--- src/rtl/qenc_pkg.sv ---
package qenc_pkg;

  typedef enum logic [2:0] {
    QM_OFF    = 3'b000,
    QM_X2_IDX = 3'b100,
    QM_X2_BND = 3'b101,
    QM_X4_IDX = 3'b110,
    QM_X4_BND = 3'b111
  } qenc_mode_e;

  typedef struct packed {
    logic step;
    logic up;
  } qenc_step_t;

  function automatic logic mode_active(input logic [2:0] m);
    return m[2];
  endfunction

  function automatic logic mode_x4(input logic [2:0] m);
    return m[2] & m[1];
  endfunction

  function automatic logic mode_index(input logic [2:0] m);
    return (m == QM_X2_IDX) || (m == QM_X4_IDX);
  endfunction

endpackage

--- src/rtl/qenc_step_decode.sv ---
module qenc_step_decode
  import qenc_pkg::*;
(
  input  logic       clk,
  input  logic       rst,
  input  logic       phase_a,
  input  logic       phase_b,
  input  logic       enable,
  input  logic       x4,
  output qenc_step_t st
);
  logic prev_a, prev_b, primed;
  logic a_chg, b_chg;

  always_ff @(posedge clk) begin
    if (rst) begin
      prev_a <= 1'b0;
      prev_b <= 1'b0;
      primed <= 1'b0;
    end else begin
      prev_a <= phase_a;
      prev_b <= phase_b;
      primed <= 1'b1;
    end
  end

  always_comb begin
    a_chg   = phase_a ^ prev_a;
    b_chg   = phase_b ^ prev_b;
    st.step = primed && enable && (a_chg ^ b_chg) && (x4 || a_chg);
    // A leading B: the new A differs from the old B
    st.up   = prev_b ^ phase_a;
  end

  // a double phase change never yields a step
  assert_no_double_step_R3: assert property (@(posedge clk) disable iff (rst)
    (a_chg && b_chg) |-> !st.step);

  // in x2 decoding B-only changes never step
  assert_x2_b_ignored_R2: assert property (@(posedge clk) disable iff (rst)
    (!x4 && b_chg && !a_chg) |-> !st.step);

endmodule

--- src/rtl/qenc_index_qual.sv ---
module qenc_index_qual (
  input  logic       clk,
  input  logic       rst,
  input  logic       phase_a,
  input  logic       phase_b,
  input  logic       index_in,
  input  logic       enable,
  input  logic [2:0] idx_match,
  output logic       idx_evt
);
  logic [1:0] cur_ab, cap_ab;
  logic       captured, qual, qual_q, state_ok;

  always_comb begin
    cur_ab = {phase_a, phase_b};
    if (idx_match[2]) state_ok = (cur_ab == idx_match[1:0]);
    else              state_ok = !captured || (cur_ab == cap_ab);
    qual    = enable && index_in && state_ok;
    idx_evt = qual && !qual_q;
  end

  always_ff @(posedge clk) begin
    if (rst) begin
      qual_q   <= 1'b0;
      captured <= 1'b0;
      cap_ab   <= 2'b00;
    end else begin
      qual_q <= qual;
      if (enable && index_in && !idx_match[2] && !captured) begin
        captured <= 1'b1;
        cap_ab   <= cur_ab;
      end
    end
  end

  // once learned, the index state is held until reset
  assert_capture_hold_R7: assert property (@(posedge clk) disable iff (rst)
    captured |=> (captured && $stable(cap_ab)));

  // an explicit match never qualifies in another phase state
  assert_match_state_R6: assert property (@(posedge clk) disable iff (rst)
    (idx_evt && idx_match[2]) |-> (cur_ab == idx_match[1:0]));

endmodule

--- src/rtl/qenc_counter.sv ---
module qenc_counter
  import qenc_pkg::*;
#(
  parameter int CNT_W = 16
) (
  input  logic             clk,
  input  logic             rst,
  input  logic [2:0]       mode,
  input  qenc_step_t       st,
  input  logic             idx_evt,
  input  logic             idx_reset_en,
  input  logic [CNT_W-1:0] max_count,
  input  logic             err_irq_dis,
  input  logic             err_clear,
  output logic [CNT_W-1:0] position,
  output logic             direction,
  output logic             count_err,
  output logic             irq_err,
  output logic             irq_index
);
  localparam logic [CNT_W-1:0] ALL_ONES = '1;

  logic             idx_mode, hard_idx, hit;
  logic [CNT_W-1:0] nxt;
  logic [CNT_W:0]   bound_p1;

  always_comb begin
    idx_mode = mode_index(mode);
    hard_idx = idx_mode && idx_reset_en;
    bound_p1 = {1'b0, max_count} + 1'b1;
    nxt      = position;
    hit      = 1'b0;
    if (st.step) begin
      if (hard_idx) begin
        nxt = st.up ? position + 1'b1 : position - 1'b1;
        hit = st.up ? ({1'b0, nxt} == bound_p1) : (nxt == ALL_ONES);
      end else if (st.up) begin
        nxt = (position == max_count) ? '0 : position + 1'b1;
      end else begin
        nxt = (position == '0) ? max_count : position - 1'b1;
      end
    end
    if (hard_idx && idx_evt) begin
      nxt = '0;
      hit = 1'b0;
    end
  end

  always_ff @(posedge clk) begin
    if (rst) begin
      position  <= '0;
      direction <= 1'b0;
      count_err <= 1'b0;
      irq_err   <= 1'b0;
      irq_index <= 1'b0;
    end else begin
      position  <= nxt;
      if (st.step) direction <= st.up;
      count_err <= hit | (count_err & ~err_clear);
      irq_err   <= hit & ~err_irq_dis & (~count_err | err_clear);
      irq_index <= idx_evt & idx_mode;
    end
  end

  // a hard index event leaves a zero count
  assert_index_zero_R5: assert property (@(posedge clk) disable iff (rst)
    (idx_evt && hard_idx) |=> (position == '0));

  // an interrupt is only ever seen alongside a set flag
  assert_irq_has_flag_R11: assert property (@(posedge clk) disable iff (rst)
    irq_err |-> count_err);

  // the flag is sticky without a clear
  assert_err_sticky_R11: assert property (@(posedge clk) disable iff (rst)
    (count_err && !err_clear) |=> count_err);

  // no step, no movement of the count
  assert_hold_without_step_R3: assert property (@(posedge clk) disable iff (rst)
    (!st.step && !(hard_idx && idx_evt)) |=> $stable(position));

endmodule

--- src/rtl/qenc_position_tracker.sv ---
module qenc_position_tracker
  import qenc_pkg::*;
#(
  parameter int CNT_W = 16
) (
  input  logic             clk,
  input  logic             rst,
  input  logic             phase_a,
  input  logic             phase_b,
  input  logic             index_in,
  input  logic [2:0]       mode,
  input  logic             idx_reset_en,
  input  logic [2:0]       idx_match,
  input  logic [CNT_W-1:0] max_count,
  input  logic             err_irq_dis,
  input  logic             err_clear,
  output logic [CNT_W-1:0] position,
  output logic             index_level,
  output logic             direction,
  output logic             count_err,
  output logic             irq_err,
  output logic             irq_index
);
  qenc_step_t st;
  logic       idx_evt;

  qenc_step_decode u_dec (
    .clk     (clk),
    .rst     (rst),
    .phase_a (phase_a),
    .phase_b (phase_b),
    .enable  (mode_active(mode)),
    .x4      (mode_x4(mode)),
    .st      (st)
  );

  qenc_index_qual u_idx (
    .clk       (clk),
    .rst       (rst),
    .phase_a   (phase_a),
    .phase_b   (phase_b),
    .index_in  (index_in),
    .enable    (mode_index(mode)),
    .idx_match (idx_match),
    .idx_evt   (idx_evt)
  );

  qenc_counter #(.CNT_W(CNT_W)) u_cnt (
    .clk          (clk),
    .rst          (rst),
    .mode         (mode),
    .st           (st),
    .idx_evt      (idx_evt),
    .idx_reset_en (idx_reset_en),
    .max_count    (max_count),
    .err_irq_dis  (err_irq_dis),
    .err_clear    (err_clear),
    .position     (position),
    .direction    (direction),
    .count_err    (count_err),
    .irq_err      (irq_err),
    .irq_index    (irq_index)
  );

  always_ff @(posedge clk) begin
    if (rst) index_level <= 1'b0;
    else     index_level <= index_in;
  end

  // the status bit follows the index input by one cycle
  assert_index_level_R9: assert property (@(posedge clk) disable iff (rst)
    !$isunknown(index_in) |=> (index_level == $past(index_in)));

endmodule

--- config.mk ---
export PLATFORM = sky130hd
export DESIGN_NAME = qenc_position_tracker
export DESIGN_NICKNAME = d
export VERILOG_FILES = /design/src/rtl/qenc_pkg.sv /design/src/rtl/qenc_step_decode.sv /design/src/rtl/qenc_index_qual.sv /design/src/rtl/qenc_counter.sv /design/src/rtl/qenc_position_tracker.sv
export SDC_FILE = /design/constraint.sdc
export NUM_CORES = 1
export LEC_CHECK = 0
export ABC_CLOCK_PERIOD_IN_PS = 6520
export BUFFER_PORTS_ARGS = -buffer_cell sky130_fd_sc_hd__buf_2
export CAP_MARGIN = 20
export CORE_MARGIN = 2
export CORE_UTILIZATION = 45
export DETAILED_ROUTE_END_ITERATION = 16
export PLACE_DENSITY = 0.76
export SLEW_MARGIN = 10
export SYNTH_ARGS = -nofsm -noshare
export SYNTH_HDL_FRONTEND = slang
export SYNTH_SLANG_ARGS = --single-unit
--- constraint.sdc ---
create_clock -name clk -period 6.52 [get_ports clk]
set_input_delay 0.326 -clock clk [delete_from_list [all_inputs] [get_ports clk]]
set_output_delay 0.326 -clock clk [all_outputs]
set_load 0.01 [all_outputs]
Word-level counts from Yosys, hierarchy flattened
Index checks and enable logic that the tools add are counted.
- register bits: 28
- latch bits: 0
- bits in writable memories: 0
- memory bits (read-only): 0
- input port bits: 30
- output and inout bits: 21
- logic and storage cells: 65
- memories: 0
- add/sub/neg operators: 3
- multiply operators: 0
- divide/modulo/power cells: 0
- $lt $le $gt $ge: 0
- eq/ne operators: 7
- shift operators: 0
- muxes and demuxes: 11
- bitwise gates (word level): 14
- reduce and logical (&&, ||, !) cells: 18
- operators with widths (kind ; number):
    $mux 16 ; 5
    $add 16x1->17 const B ; 1
    $eq 16x17->1 ; 1
    $add 16x1->16 const B ; 1
    $eq 16x16->1 ; 1
    $eq 16x16->1 const B ; 1
    $logic_not 16->1 ; 1
    $sub 16x1->16 const B ; 1
    $logic_and 1x1->1 ; 10
    $eq 3x3->1 const B ; 2
    $mux 1 ; 6
    $and 1x1->1 ; 5
    $eq 2x2->1 ; 2
    $xor 1x1->1 ; 4
    $logic_not 1->1 ; 3
    $logic_or 1x1->1 ; 3
    $not 1->1 ; 3
    $or 1x1->1 ; 2
    $reduce_or 2->1 ; 1

Longest topological paths before layout
- depth after elaboration: 9
- mapped depth: 13
- mapped depth without buffers: 9

By module
Synthesis repeated with hierarchy kept, for this count alone.
- cells, all modules: 474
- area, all modules: 3479.6 um^2
- modules (own cells, without submodules) (module ; instances ; cells an instance ; area an instance (um^2)):
    qenc_counter ; 1 ; 437 ; 3108.0
    qenc_index_qual ; 1 ; 21 ; 203.9
    qenc_step_decode ; 1 ; 12 ; 121.4
    qenc_position_tracker ; 1 ; 4 ; 46.3

Least setup slack after synthesis
No wires, ideal clock.
- path kind: flip-flop to flip-flop
- start point: register u_cnt.position[0]
- end point: register u_cnt.irq_err
- library setup time: 0.088 ns
- arrival: 2.735 ns
- setup slack: 3.697 ns
- cell stages (with the launch flop): 12
- path buffers: 2
- path through: dfxtp_1 -> buf_6 -> clkbuf_1 -> inv_1 -> ha_1 -> nor3b_2 -> xnor2_1 -> or4_1 -> o211a_1 -> a2111oi_2 -> nand4_1 -> nor4_2
- word-level cells in the longest chain between the ends: 9
- elaborated cells between the ends (all ways): 11
- those cells by class: 2 x add/sub; 2 x eq/ne; 5 x mux; 2 x bitwise
- RTL lines (item ; RTL line ; RTL):
    start, declared ; qenc_counter.sv:15 ; output logic [CNT_W-1:0] position,
    start signal, assigned ; qenc_counter.sv:57 ; position <= nxt;
    $sub 16x1->16 / $add 16x1->16 (equally long branches) ; qenc_counter.sv:35 ; nxt = st.up ? position + 1'b1 : position - 1'b1;
    $mux 16 * ; qenc_counter.sv:35 ;
    $eq 16x17->1 / $eq 16x16->1 (equally long branches) ; qenc_counter.sv:36 ; hit = st.up ? ({1'b0, nxt} == bound_p1) : (nxt == ALL_ONES);
    $mux 1 * ; qenc_counter.sv:36 ;
    $mux 1 * ; qenc_counter.sv:34 ; if (hard_idx) begin
    $mux 1 * ; qenc_counter.sv:33 ; if (st.step) begin
    $mux 1 * ; qenc_counter.sv:43 ; if (hard_idx && idx_evt) begin
    $and 1x1->1 * (2 in series) ; qenc_counter.sv:60 ; irq_err <= hit & ~err_irq_dis & (~count_err | err_clear);
    end signal, assigned ; qenc_counter.sv:60 ;
    end, declared ; qenc_counter.sv:18 ; output logic irq_err,
Every way passes the cells marked *; elsewhere a longest branch is shown, timed or not.
A chain may end at the register's enable or synchronous reset.

Worst setup path after layout
- start point: register u_cnt.position[8]
- end point: register u_cnt.position[14]
- word-level cells in the longest chain between the ends: 4
- elaborated cells between the ends (all ways): 9
- those cells by class: 2 x add/sub; 1 x eq/ne; 5 x mux; 1 x reduce/logical
- RTL lines (item ; RTL line ; RTL):
    $sub 16x1->16 (tied with other cells) ; qenc_counter.sv:35, qenc_counter.sv:40 ;
    $mux 16, on equally long branches ; qenc_counter.sv:40, qenc_counter.sv:38 ;
    $mux 16 ; qenc_counter.sv:37 ; end else if (st.up) begin
    $mux 16 * ; qenc_counter.sv:34 ;
Marked as above.

==> metrics.txt <==
status=finished, final reports clean; Area growth syn-to-layout=9.50%; vias in the first global route=about 3500; worst r2r src=u_cnt.position[8]$_SDFFE_PP0P_; Initial Util=46.0%; top-count cell post-synth=xnor2_1; Worst EP arrival=3.49 ns; sequential fraction of the synthesis area=16.9%; maximum fanout along the worst path=15; Final Hold Viols=0; GRT overflow=0; Max VDD drop=86.0 uV; residual DRC count=0; Starting DRT DRC Count=355; Worst Hold Depth=2; worst reg2reg path depth=7; final setup fails=0; Fin Hold WS=roughly 0.18 ns; Max Cap Viol=0; Final Non-Filler Cells=569; Slowest-stage cell, CP=nand4_1; largest net degree at the start of global routing=29; # H-tree levels=1; FF+latch count, synth=28; DRT Pass-1 Iters=6; total power=about 0.00066 W; Clock Latency Late Sink=0.31 ns; Core ar.=0.00721 mm2; Worst-Margin Slew=0.953 ns; die area=0.00808 mm2; io pins=51; Netlist cell types=59; detailed placement HPWL=7810 um; Post-synth top flop=dfxtp_1; Root Driver=clkbuf_8; setup slack on the worst flop-to-flop path=3.20 ns; # hold bufs at CTS=0; startpoint types=flop; Clock Sinks=28; leakage=1.42 nW; Worst R2R End=u_cnt.position[14]$_SDFFE_PP0P_; Cells after Synth=453; via count=around 3600; Setup Buffers After CTS=0; ys async rst share=0%; initial antenna violation count=0; post-synth top area share=~17%; clock slew at reported path FFs=0.12 ns; RePlAce Congestion=0.960; Area after DPL=~0.0036 mm2; Avg Inst Size Synth=7.32 um2; hold path start=err_irq_dis; Max-slew headroom=35.9%; filler instances=735; CTS Buf Count=3; WL final=roughly 11000 um; cell row count=31; Diodes inserted=0; CP Capture Type=flop; vias per cell=6.27; first-pass GRT wire length=between 15000 and 20000 um; FF+latch area=561 um2; CP Class=reg -> reg; design area=0.00363 mm2; unrepaired setup endpoints after global routing=no; Worst path max stage delay=0.70 ns; worst min path class=in -> reg; Synth area leader=dfxtp_1; Commonest cells post-synth=xnor2_1, nor2_1, nand2_1; post_cts resized=0; die extent in x=89.9 um; EDFF count, synth=0; maximum clock frequency=301 MHz; Total Nets Final=505; Mapped Area=0.00332 mm2; minimum clock period=3.32 ns; Inst Count DP=565; Worst Path Required=approximately 6.7 ns; GRT Overall Usage=26.8%; CTS max path bufs=2; Avg WL per Cell=19.0 um; remaining antenna violation count=0; crit share post-route=51.0%; Slew Viols, Final=0; Worst Hold Path EP=u_cnt.irq_err$_SDFF_PP0_; critical-path cell list=nor4_1 > nand4_1 > nand2b_1 > nor2_1 > a21oi_1 > a221oi_1 > nor3_1; IO buf count=50; Setup Skew=0.0156 ns; DIE HEIGHT=89.9 um; Final TNS setup=0 ns; syn_nets=487; layout cells sized above 1=14.9%; synth warn=0; PwrDens=182 mW/mm2; CTS tree=done; top post-synthesis cells by area=dfxtp_1, xnor2_1, xor2_1, nor2_1, nand2_1; multi-input logic area=approximately 0.0026 mm2
[how the worst max path moves through the flow]
stage / cells past startpoint / endpoint / from / slack (ns)
3_5_place_dp: 7 / u_cnt.position[14]$_SDFFE_PP0P_ / u_cnt.position[8]$_SDFFE_PP0P_ / 3.33
6_report: 7 / u_cnt.position[14]$_SDFFE_PP0P_ / u_cnt.position[8]$_SDFFE_PP0P_ / 3.20
2_1_floorplan: 11 / u_cnt.irq_err$_SDFF_PP0_ / u_cnt.position[0]$_SDFFE_PP0P_ / 3.70
3_3_place_gp: 7 / u_cnt.position[14]$_SDFFE_PP0P_ / u_cnt.position[8]$_SDFFE_PP0P_ / 3.43
4_1_cts: 7 / u_cnt.position[14]$_SDFFE_PP0P_ / u_cnt.position[8]$_SDFFE_PP0P_ / 3.30
5_1_grt: 7 / u_cnt.position[10]$_SDFFE_PP0P_ / u_cnt.position[8]$_SDFFE_PP0P_ / 2.90
[sequential cells by signal (all words and copies together), names as in the netlist]
| name | cells |
|---|---|
| index_level | 1 |
| u_cnt.count_err | 1 |
| u_cnt.direction | 1 |
| u_cnt.irq_err | 1 |
| u_cnt.irq_index | 1 |
| u_cnt.position | 16 |
| u_dec.prev_a | 1 |
| u_dec.prev_b | 1 |
| u_dec.primed | 1 |
| u_idx.cap_ab | 2 |
| u_idx.captured | 1 |
| u_idx.qual_q | 1 |
[metrics by stage]
step	util (%)	setup slack [ns]
global placement	49.4	3.43
floorplan	-	3.70
global route	50.4	2.90
detailed placement	49.4	3.33
CTS	50.4	3.30
finish	50.4	3.20
[layer usage]
metal	global-route usage [%]	vias up	wire length (um)
met3	5.20	27	997
met5	0	-	0
met1	36.6	1653	4610
li1	-	1680	-
met2	42.5	207	4970
met4	9.23	0	235
[area by class of cell]
type                       instances  area share [%]
clock buffer                       3            1.14
tap                               99            3.41
timing repair buffer              53            7.51
sequential                        28            15.4
multi-input combinational        378            71.0
clock inverter                     1           0.826
inverter                           7           0.723
[layout by cell type, fill, tap and decap left out, drive strengths merged, types with 17 or more instances in the layout]
cell   netlist  routed
buf          7      53
xor2        26      26
a21oi       24      24
o21ai       27      27
nand4       18      18
dfxtp       28      28
xnor2       41      41
nand2       38      38
nor2        40      40
nor3        17      17
[cell families (layout without fill, tap and decap cells)]
| group | Yosys count | in the layout | synth area share (%) |
|---|---|---|---|
| xor+xnor | 72 | 72 | 21.2 |
| flops | 28 | 28 | 16.9 |
| simple gates | 191 | 191 | 31.7 |
| fa+ha+maj | 4 | 4 | 1.51 |
| mux | 9 | 9 | 2.72 |
| compound gates | 102 | 102 | 20.1 |
| buf+inv | 47 | 64 | 5.96 |
[power breakdown]
part	internal (W)	total (W)	leakage [nW]	switching, W
sequential	0.000178	0.000196	0.228	0.0000182
combinational	0.000130	0.000316	1.16	0.000185
clock	0.0000826	0.000150	0.0357	0.0000674
total	0.000390	0.000661	1.42	0.000271
[critical path: cells and delay by family (launching register included)]
kind | cells | cell delay [ns]
flip-flops | 1 | 0.51
AO/OA/AOI/OAI | 2 | 0.35
AND/OR/NAND/NOR | 5 | 2.32
Note: power is estimated with default switching activity, not from simulation.
